`config.mk`:
```
export PLATFORM = sky130hd
export DESIGN_NAME = precise_rob
export DESIGN_NICKNAME = d
export VERILOG_FILES = /design/src/rtl/rob_pkg.sv /design/src/rtl/rob_arch_rf.sv /design/src/rtl/rob_youngest_match.sv /design/src/rtl/precise_rob.sv
export SDC_FILE = /design/constraint.sdc
export NUM_CORES = 2
export LEC_CHECK = 0
export ABC_AREA = 1
export BUFFER_PORTS_ARGS = -buffer_cell sky130_fd_sc_hd__buf_2
export CORE_UTILIZATION = 40
export CTS_CLUSTER_DIAMETER = 200
export DETAILED_ROUTE_END_ITERATION = 10
export GPL_ROUTABILITY_DRIVEN = 0
export SLEW_MARGIN = 30
export SYNTH_ARGS = -nofsm -noshare
export SYNTH_HDL_FRONTEND = slang
export SYNTH_SLANG_ARGS = --single-unit
```
`constraint.sdc`:
```
create_clock -name clk -period 11.2 [get_ports clk]
set_input_delay 0.56 -clock clk [delete_from_list [all_inputs] [get_ports clk]]
set_output_delay 0.56 -clock clk [all_outputs]
set_load 0.01 [all_outputs]
```
`src/rtl/rob_pkg.sv`:
```
package rob_pkg;

  // Action taken at the head of the buffer in the current cycle.
  typedef enum logic [1:0] {
    RET_IDLE  = 2'd0,
    RET_WRITE = 2'd1,
    RET_TRAP  = 2'd2
  } retire_e;

endpackage

```
`src/rtl/rob_arch_rf.sv`:
```
module rob_arch_rf #(
  parameter int NREGS  = 16,
  parameter int DATA_W = 32
) (
  input  logic                     clk,
  input  logic                     rst_n,
  input  logic                     wr_en,
  input  logic [$clog2(NREGS)-1:0] wr_addr,
  input  logic [DATA_W-1:0]        wr_data,
  input  logic [$clog2(NREGS)-1:0] rd_addr,
  output logic [DATA_W-1:0]        rd_data
);

  logic [DATA_W-1:0] regs_q [NREGS];

  always_ff @(posedge clk or negedge rst_n) begin
    if (!rst_n) begin
      for (int i = 0; i < NREGS; i++) regs_q[i] <= '0;
    end else if (wr_en) begin
      regs_q[wr_addr] <= wr_data;
    end
  end

  assign rd_data = regs_q[rd_addr];

  // A retired value must be present in the register file on the next cycle.
  assert_wb_lands_R4: assert property (@(posedge clk) disable iff (!rst_n)
    wr_en |=> (regs_q[$past(wr_addr)] == $past(wr_data)));

endmodule

```
`src/rtl/rob_youngest_match.sv`:
```
module rob_youngest_match #(
  parameter int ENTRIES = 8,
  parameter int REG_W   = 4
) (
  input  logic [ENTRIES-1:0]         live_i,
  input  logic [REG_W-1:0]           dest_i [ENTRIES],
  input  logic [$clog2(ENTRIES)-1:0] head_i,
  input  logic [REG_W-1:0]           key_i,
  output logic                       found_o,
  output logic [$clog2(ENTRIES)-1:0] idx_o
);

  localparam int IDX_W = $clog2(ENTRIES);

  logic [IDX_W-1:0]   best_age;
  logic [IDX_W-1:0]   age [ENTRIES];
  logic [ENTRIES-1:0] hit;

  // Age is the distance from the head; the largest age is the youngest entry.
  for (genvar g = 0; g < ENTRIES; g++) begin : g_age
    assign age[g] = IDX_W'(g) - head_i;
    assign hit[g] = live_i[g] && (dest_i[g] == key_i);
  end

  always_comb begin
    found_o  = 1'b0;
    idx_o    = '0;
    best_age = '0;
    for (int i = 0; i < ENTRIES; i++) begin
      if (hit[i] && (!found_o || age[i] >= best_age)) begin
        found_o  = 1'b1;
        idx_o    = IDX_W'(i);
        best_age = age[i];
      end
    end
  end

  always_comb begin
    if (found_o) begin
      assert_match_sel_R5: assert (live_i[idx_o] && dest_i[idx_o] == key_i);
    end
  end

endmodule

```
`src/rtl/precise_rob.sv`:
```
module precise_rob #(
  parameter int ENTRIES = 8,
  parameter int NREGS   = 16,
  parameter int DATA_W  = 32,
  parameter int PC_W    = 32
) (
  input  logic                       clk,
  input  logic                       rst_n,
  input  logic                       alloc_valid,
  output logic                       alloc_ready,
  input  logic [$clog2(NREGS)-1:0]   alloc_dest,
  input  logic [PC_W-1:0]            alloc_pc,
  output logic [$clog2(ENTRIES)-1:0] alloc_tag,
  input  logic                       cmpl_valid,
  input  logic [$clog2(ENTRIES)-1:0] cmpl_tag,
  input  logic [DATA_W-1:0]          cmpl_result,
  input  logic                       cmpl_fault,
  input  logic [$clog2(NREGS)-1:0]   lookup_reg,
  output logic                       lookup_found,
  output logic [$clog2(ENTRIES)-1:0] lookup_tag,
  output logic                       lookup_pending,
  output logic [DATA_W-1:0]          lookup_value,
  output logic                       commit_valid,
  output logic [$clog2(NREGS)-1:0]   commit_reg,
  output logic [DATA_W-1:0]          commit_value,
  output logic                       exc_valid,
  output logic [PC_W-1:0]            exc_pc
);
  import rob_pkg::*;

  localparam int IDX_W = $clog2(ENTRIES);
  localparam int CNT_W = $clog2(ENTRIES + 1);
  localparam int REG_W = $clog2(NREGS);

  // Entry state
  logic [ENTRIES-1:0] ent_valid, ent_done, ent_fault;
  logic [REG_W-1:0]   ent_dest [ENTRIES];
  logic [DATA_W-1:0]  ent_res  [ENTRIES];
  logic [PC_W-1:0]    ent_pc   [ENTRIES];

  logic [IDX_W-1:0] head_q, tail_q;
  logic [CNT_W-1:0] count_q;

  retire_e ret_act;
  logic    alloc_fire, cmpl_hit, do_write, do_trap;

  // Head decision: retire, trap or wait.
  always_comb begin
    ret_act = RET_IDLE;
    if (ent_valid[head_q] && ent_done[head_q]) begin
      ret_act = ent_fault[head_q] ? RET_TRAP : RET_WRITE;
    end
  end

  assign do_write    = (ret_act == RET_WRITE);
  assign do_trap     = (ret_act == RET_TRAP);
  assign alloc_ready = (count_q != CNT_W'(ENTRIES)) && !do_trap;
  assign alloc_fire  = alloc_valid && alloc_ready;
  assign alloc_tag   = tail_q;
  assign cmpl_hit    = cmpl_valid && ent_valid[cmpl_tag] && !do_trap;

  always_ff @(posedge clk or negedge rst_n) begin
    if (!rst_n) begin
      ent_valid <= '0;
      ent_done  <= '0;
      ent_fault <= '0;
      for (int i = 0; i < ENTRIES; i++) begin
        ent_dest[i] <= '0;
        ent_res[i]  <= '0;
        ent_pc[i]   <= '0;
      end
    end else if (do_trap) begin
      ent_valid <= '0;
    end else begin
      for (int i = 0; i < ENTRIES; i++) begin
        if (alloc_fire && tail_q == IDX_W'(i)) begin
          ent_valid[i] <= 1'b1;
          ent_done[i]  <= 1'b0;
          ent_fault[i] <= 1'b0;
          ent_dest[i]  <= alloc_dest;
          ent_pc[i]    <= alloc_pc;
        end else if (do_write && head_q == IDX_W'(i)) begin
          ent_valid[i] <= 1'b0;
        end
        if (cmpl_hit && cmpl_tag == IDX_W'(i)) begin
          ent_done[i]  <= 1'b1;
          ent_fault[i] <= cmpl_fault;
          ent_res[i]   <= cmpl_result;
        end
      end
    end
  end

  always_ff @(posedge clk or negedge rst_n) begin
    if (!rst_n) begin
      head_q  <= '0;
      tail_q  <= '0;
      count_q <= '0;
    end else if (do_trap) begin
      head_q  <= '0;
      tail_q  <= '0;
      count_q <= '0;
    end else begin
      if (alloc_fire) tail_q <= tail_q + IDX_W'(1);
      if (do_write)   head_q <= head_q + IDX_W'(1);
      count_q <= count_q + CNT_W'(alloc_fire) - CNT_W'(do_write);
    end
  end

  // Register file and operand bypass
  logic             match_found;
  logic [IDX_W-1:0] match_idx;
  logic [DATA_W-1:0] rf_rd;

  rob_arch_rf #(.NREGS(NREGS), .DATA_W(DATA_W)) u_rf (
    .clk    (clk),
    .rst_n  (rst_n),
    .wr_en  (do_write),
    .wr_addr(ent_dest[head_q]),
    .wr_data(ent_res[head_q]),
    .rd_addr(lookup_reg),
    .rd_data(rf_rd)
  );

  rob_youngest_match #(.ENTRIES(ENTRIES), .REG_W(REG_W)) u_match (
    .live_i (ent_valid),
    .dest_i (ent_dest),
    .head_i (head_q),
    .key_i  (lookup_reg),
    .found_o(match_found),
    .idx_o  (match_idx)
  );

  assign lookup_found   = match_found;
  assign lookup_tag     = match_idx;
  assign lookup_pending = match_found && !ent_done[match_idx];
  assign lookup_value   = match_found ? ent_res[match_idx] : rf_rd;

  assign commit_valid = do_write;
  assign commit_reg   = ent_dest[head_q];
  assign commit_value = ent_res[head_q];
  assign exc_valid    = do_trap;
  assign exc_pc       = ent_pc[head_q];

  // Checks
  assert_no_overflow_R2: assert property (@(posedge clk) disable iff (!rst_n)
    count_q <= CNT_W'(ENTRIES));

  assert_alloc_slot_R1: assert property (@(posedge clk) disable iff (!rst_n)
    (alloc_valid && alloc_ready) |=> ent_valid[$past(tail_q)]);

  assert_head_advance_R4: assert property (@(posedge clk) disable iff (!rst_n)
    commit_valid |=> (head_q == $past(head_q) + IDX_W'(1)));

  assert_trap_pulse_R6: assert property (@(posedge clk) disable iff (!rst_n)
    exc_valid |=> !exc_valid);

  assert_flush_empty_R7: assert property (@(posedge clk) disable iff (!rst_n)
    exc_valid |=> (count_q == '0 && ent_valid == '0 && tail_q == '0));

  assert_trap_blocks_R8: assert property (@(posedge clk) disable iff (!rst_n)
    exc_valid |-> !alloc_ready);

endmodule

```
==> impl_metrics.ini <==
[clock_tree]
root_buffer = clkbuf_16
numCtsBuffers = 118
clock_latency_ps = 770
clk_path_buf_depth = 3
clk_pin_slew_ps = 60
clock-sinks = 1090
htree_levels = 3
tritoncts = built

[place]
dp_hpwl_um = 95800
placed_cell_area_sq_um = 56010
placed_cells = 7700
io_buffer_count = 190

[finish]
final_nets = 6207
seq_area_sq_um = 27290
multi_input_area_sq_um = 22590
fin_util_pct = 45.50
fillers = 13020
fin_area_sq_um = 60720
drive_above_1_share_pct = 15.17
area_growth_pct = 12.83
final_cells = 7955

[floorplan]
ios = 191
start_util_pct = 40.32
die_x_um = 368.8
die_y_um = 368.8
placementRows = 134
core_area_sq_um = 133500
die-area_sq_um = 136000

[routing]
drtIter0Drc = 4685
ant_nets = 0
dr.pass1.iters = 6
wire_per_inst_um = 21.71
viasPerCell = 5.600
drc_errors = 0
wl_um = 172700
vias = 44550

[pwr]
internal_power_uw = 10530
p_sw_uw = 7622
seq_power_share_pct = 35.3
vdd_drop_max_mv = 0.1847
power_density_nw_per_um2 = 298.9
leakagePower_uw = 0.02849
power_frac_clock_pct = 22.0
p_sw_share_pct = 41.99
finalPower_uw = 18150
combPwrFrac_pct = 42.7

[synth]
synth_fp_nets = 6223
synth_top_family_by_area = compound AO/OA/AOI/OAI gates
synth_compound_area_share_pct = 17.70
synth_cell_types = 54
muxShareOfSynthArea_pct = 8.035
synthArstFlopShare_pct = 100.0
yosys.area_share.simple_pct = 14.63
synthFlopType = dfrtp_1
synth_fa_ha_area_share_pct = 0.9207
synth_area_sq_um = 53820
ys_ff_latch = 1090
syn_area_per_cell_sq_um = 8.816
ys_seq_area_share_pct = 50.68
synth_edf_count = 0
syn_inst = 6104
yosys_warnings = 0
synth_xor_area_share_pct = 0.06510

[sta]
fin_skew_ps = 78.07
timing.final.crit_share_pct = 95.52
finalSetupViolations = 0
slew-limit-headroom_pct = 31.50
fin_hold_ws_ps = 131.6
finalHoldViolCount = 0
max_freq_ghz = 0.09347
tightestPinTransition_ps = 1027
period_minus_slack_ps = 10700
slew_viol_final = 0

[worst_setup_path]
slowest_stage = nor3_4
critPathMaxFanout = 7
arrival_ps = 10140
crit_required_ps = 10640
crit_top_cell = nand2_1
critPathCaptureType = primary output
critical_path_class = register to primary output
r2r_slack_ps = 6310
max_stage_delay_ps = 420
startpoint_type = register

[global_routing]
grt_pass1_wl_um = 263200
grt_overflow = 0
track_usage_pct = 24.91
grt_max_degree = 178
antenna_found_initial = 10
first_global_vias = 42860

[outcome]
status = complete, no violations

[run]
maxCapViolCount = 0

[min_path]
hp-class = input port to register
synthesized netlist by cell type (64+ instances only):
library cell,count,area share [%]
nand3_1,425,4.0
clkbuf_1,238,1.7
mux2_2,276,5.8
mux2_1,108,2.3
inv_1,500,3.5
a22oi_1,64,0.89
a21oi_1,207,1.9
dfrtp_1,1090,51
o211ai_1,105,1.5
a221oi_1,88,1.4
buf_2,158,1.5
nor2_1,315,2.2
o21ai_0,1088,10
nand2_1,1045,7.3
sequential cells by signal, indices dropped and copies added (netlist names):
signal	flops
alloc_tag	3
ent_dest	32
ent_res	256
ent_done	8
ent_pc	256
u_rf.regs_q	512
count_q	4
ent_fault	8
head_q	3
ent_valid	8
stage by stage:
| stage | setup TNS [ps] | setup slack, ps |
|---|---|---|
| 2_1_floorplan | 0 | 1647 |
| 3_3_place_gp | 0 | 701.7 |
| 3_5_place_dp | 0 | 714.8 |
| 4_1_cts | 0 | 116.8 |
| 5_1_grt | -2478 | -110.2 |
| 6_report | 0 | 501.9 |
what timing repair did:
action                                  CTS  global route
hold endpoints to repair                 82             0
endpoints found under the setup margin    0            34
buffers inserted                          0            20
resized for setup                         0            47
hold buffers                              1             0
worst paths after layout:
kind | to | startpoint | depth (start not counted)
max reg2reg | u_rf.regs_q[72] | head_q[0] | 10
max | lookup_value[21] | ent_valid[0] | 70
min reg2reg | ent_pc[198] | ent_pc[198] | 2
min | ent_pc[115] | alloc_pc[19] | 3
max in group asynchronous | ent_res[217] | rst_n | 4
min in group asynchronous | u_rf.regs_q[53] | rst_n | 2
routing by layer:
layer,global-route usage [%],up-vias,part of all wire [%]
met4,8.083,10,3.1
met5,0,-,0.039
met3,4.787,313,8.0
met2,39.14,1636,45
met1,34.48,21970,44
li1,-,20620,-
layout by cell type (no fill, tap or decap), types with 20 or more instances in the layout:
master        n
a221oi_1     88
dfrtp_1    1086
a22oi_1      64
a21oi_1     207
clkinv_2     31
nand3_1     405
clkbuf_1     20
o211ai_1    105
nand3b_1     20
ha_1         37
o21ai_0    1083
nand2_1    1032
mux2_2      276
nor2_1      313
o22ai_1      34
inv_1       500
mux2_1      108
buf_2       187
clkbuf_16   124
o21ai_1      66
clkbuf_8     30
nand2_2      23
buf_4       115
final cells by class:
class,count,area share [%]
inverters,523,3.311
clock inverters,47,0.8902
repair buffers,346,4.298
clock buffers,168,5.667
repair inverters,2,0.02885
flip-flops and latches,1090,44.94
diodes,4,0.01648
multi-input cells,4007,37.20
well taps,1768,3.643
cell families after synthesis:
logic type / Yosys count
fa+ha+maj: 39
simple gates: 1868
xor+xnor: 4
flops: 1090
mux: 384
compound gates: 1711
buf+inv: 1008
worst max-delay path: cells and delay by family (launching register included):
kind / cells / cell delay (ps)
buffers and inverters: 8 / 1000
AOI/OAI and AO/OA: 17 / 2240
DFF: 1 / 390
and+or+nand+nor: 38 / 4000
adders and majority gates: 7 / 1760
power groups by stage:
stage                     clock network (uW)  logic (uW)  registers (uW)
after CTS                               4060        7550            6390
after global routing                    4220        8570            6600
after detailed placement                   0        7520            6450
after global placement                     0        7410            6400
final                                   3990        7750            6410
after floorplan                            0        4960            6200
Note: power is estimated with default switching activity, not from simulation.
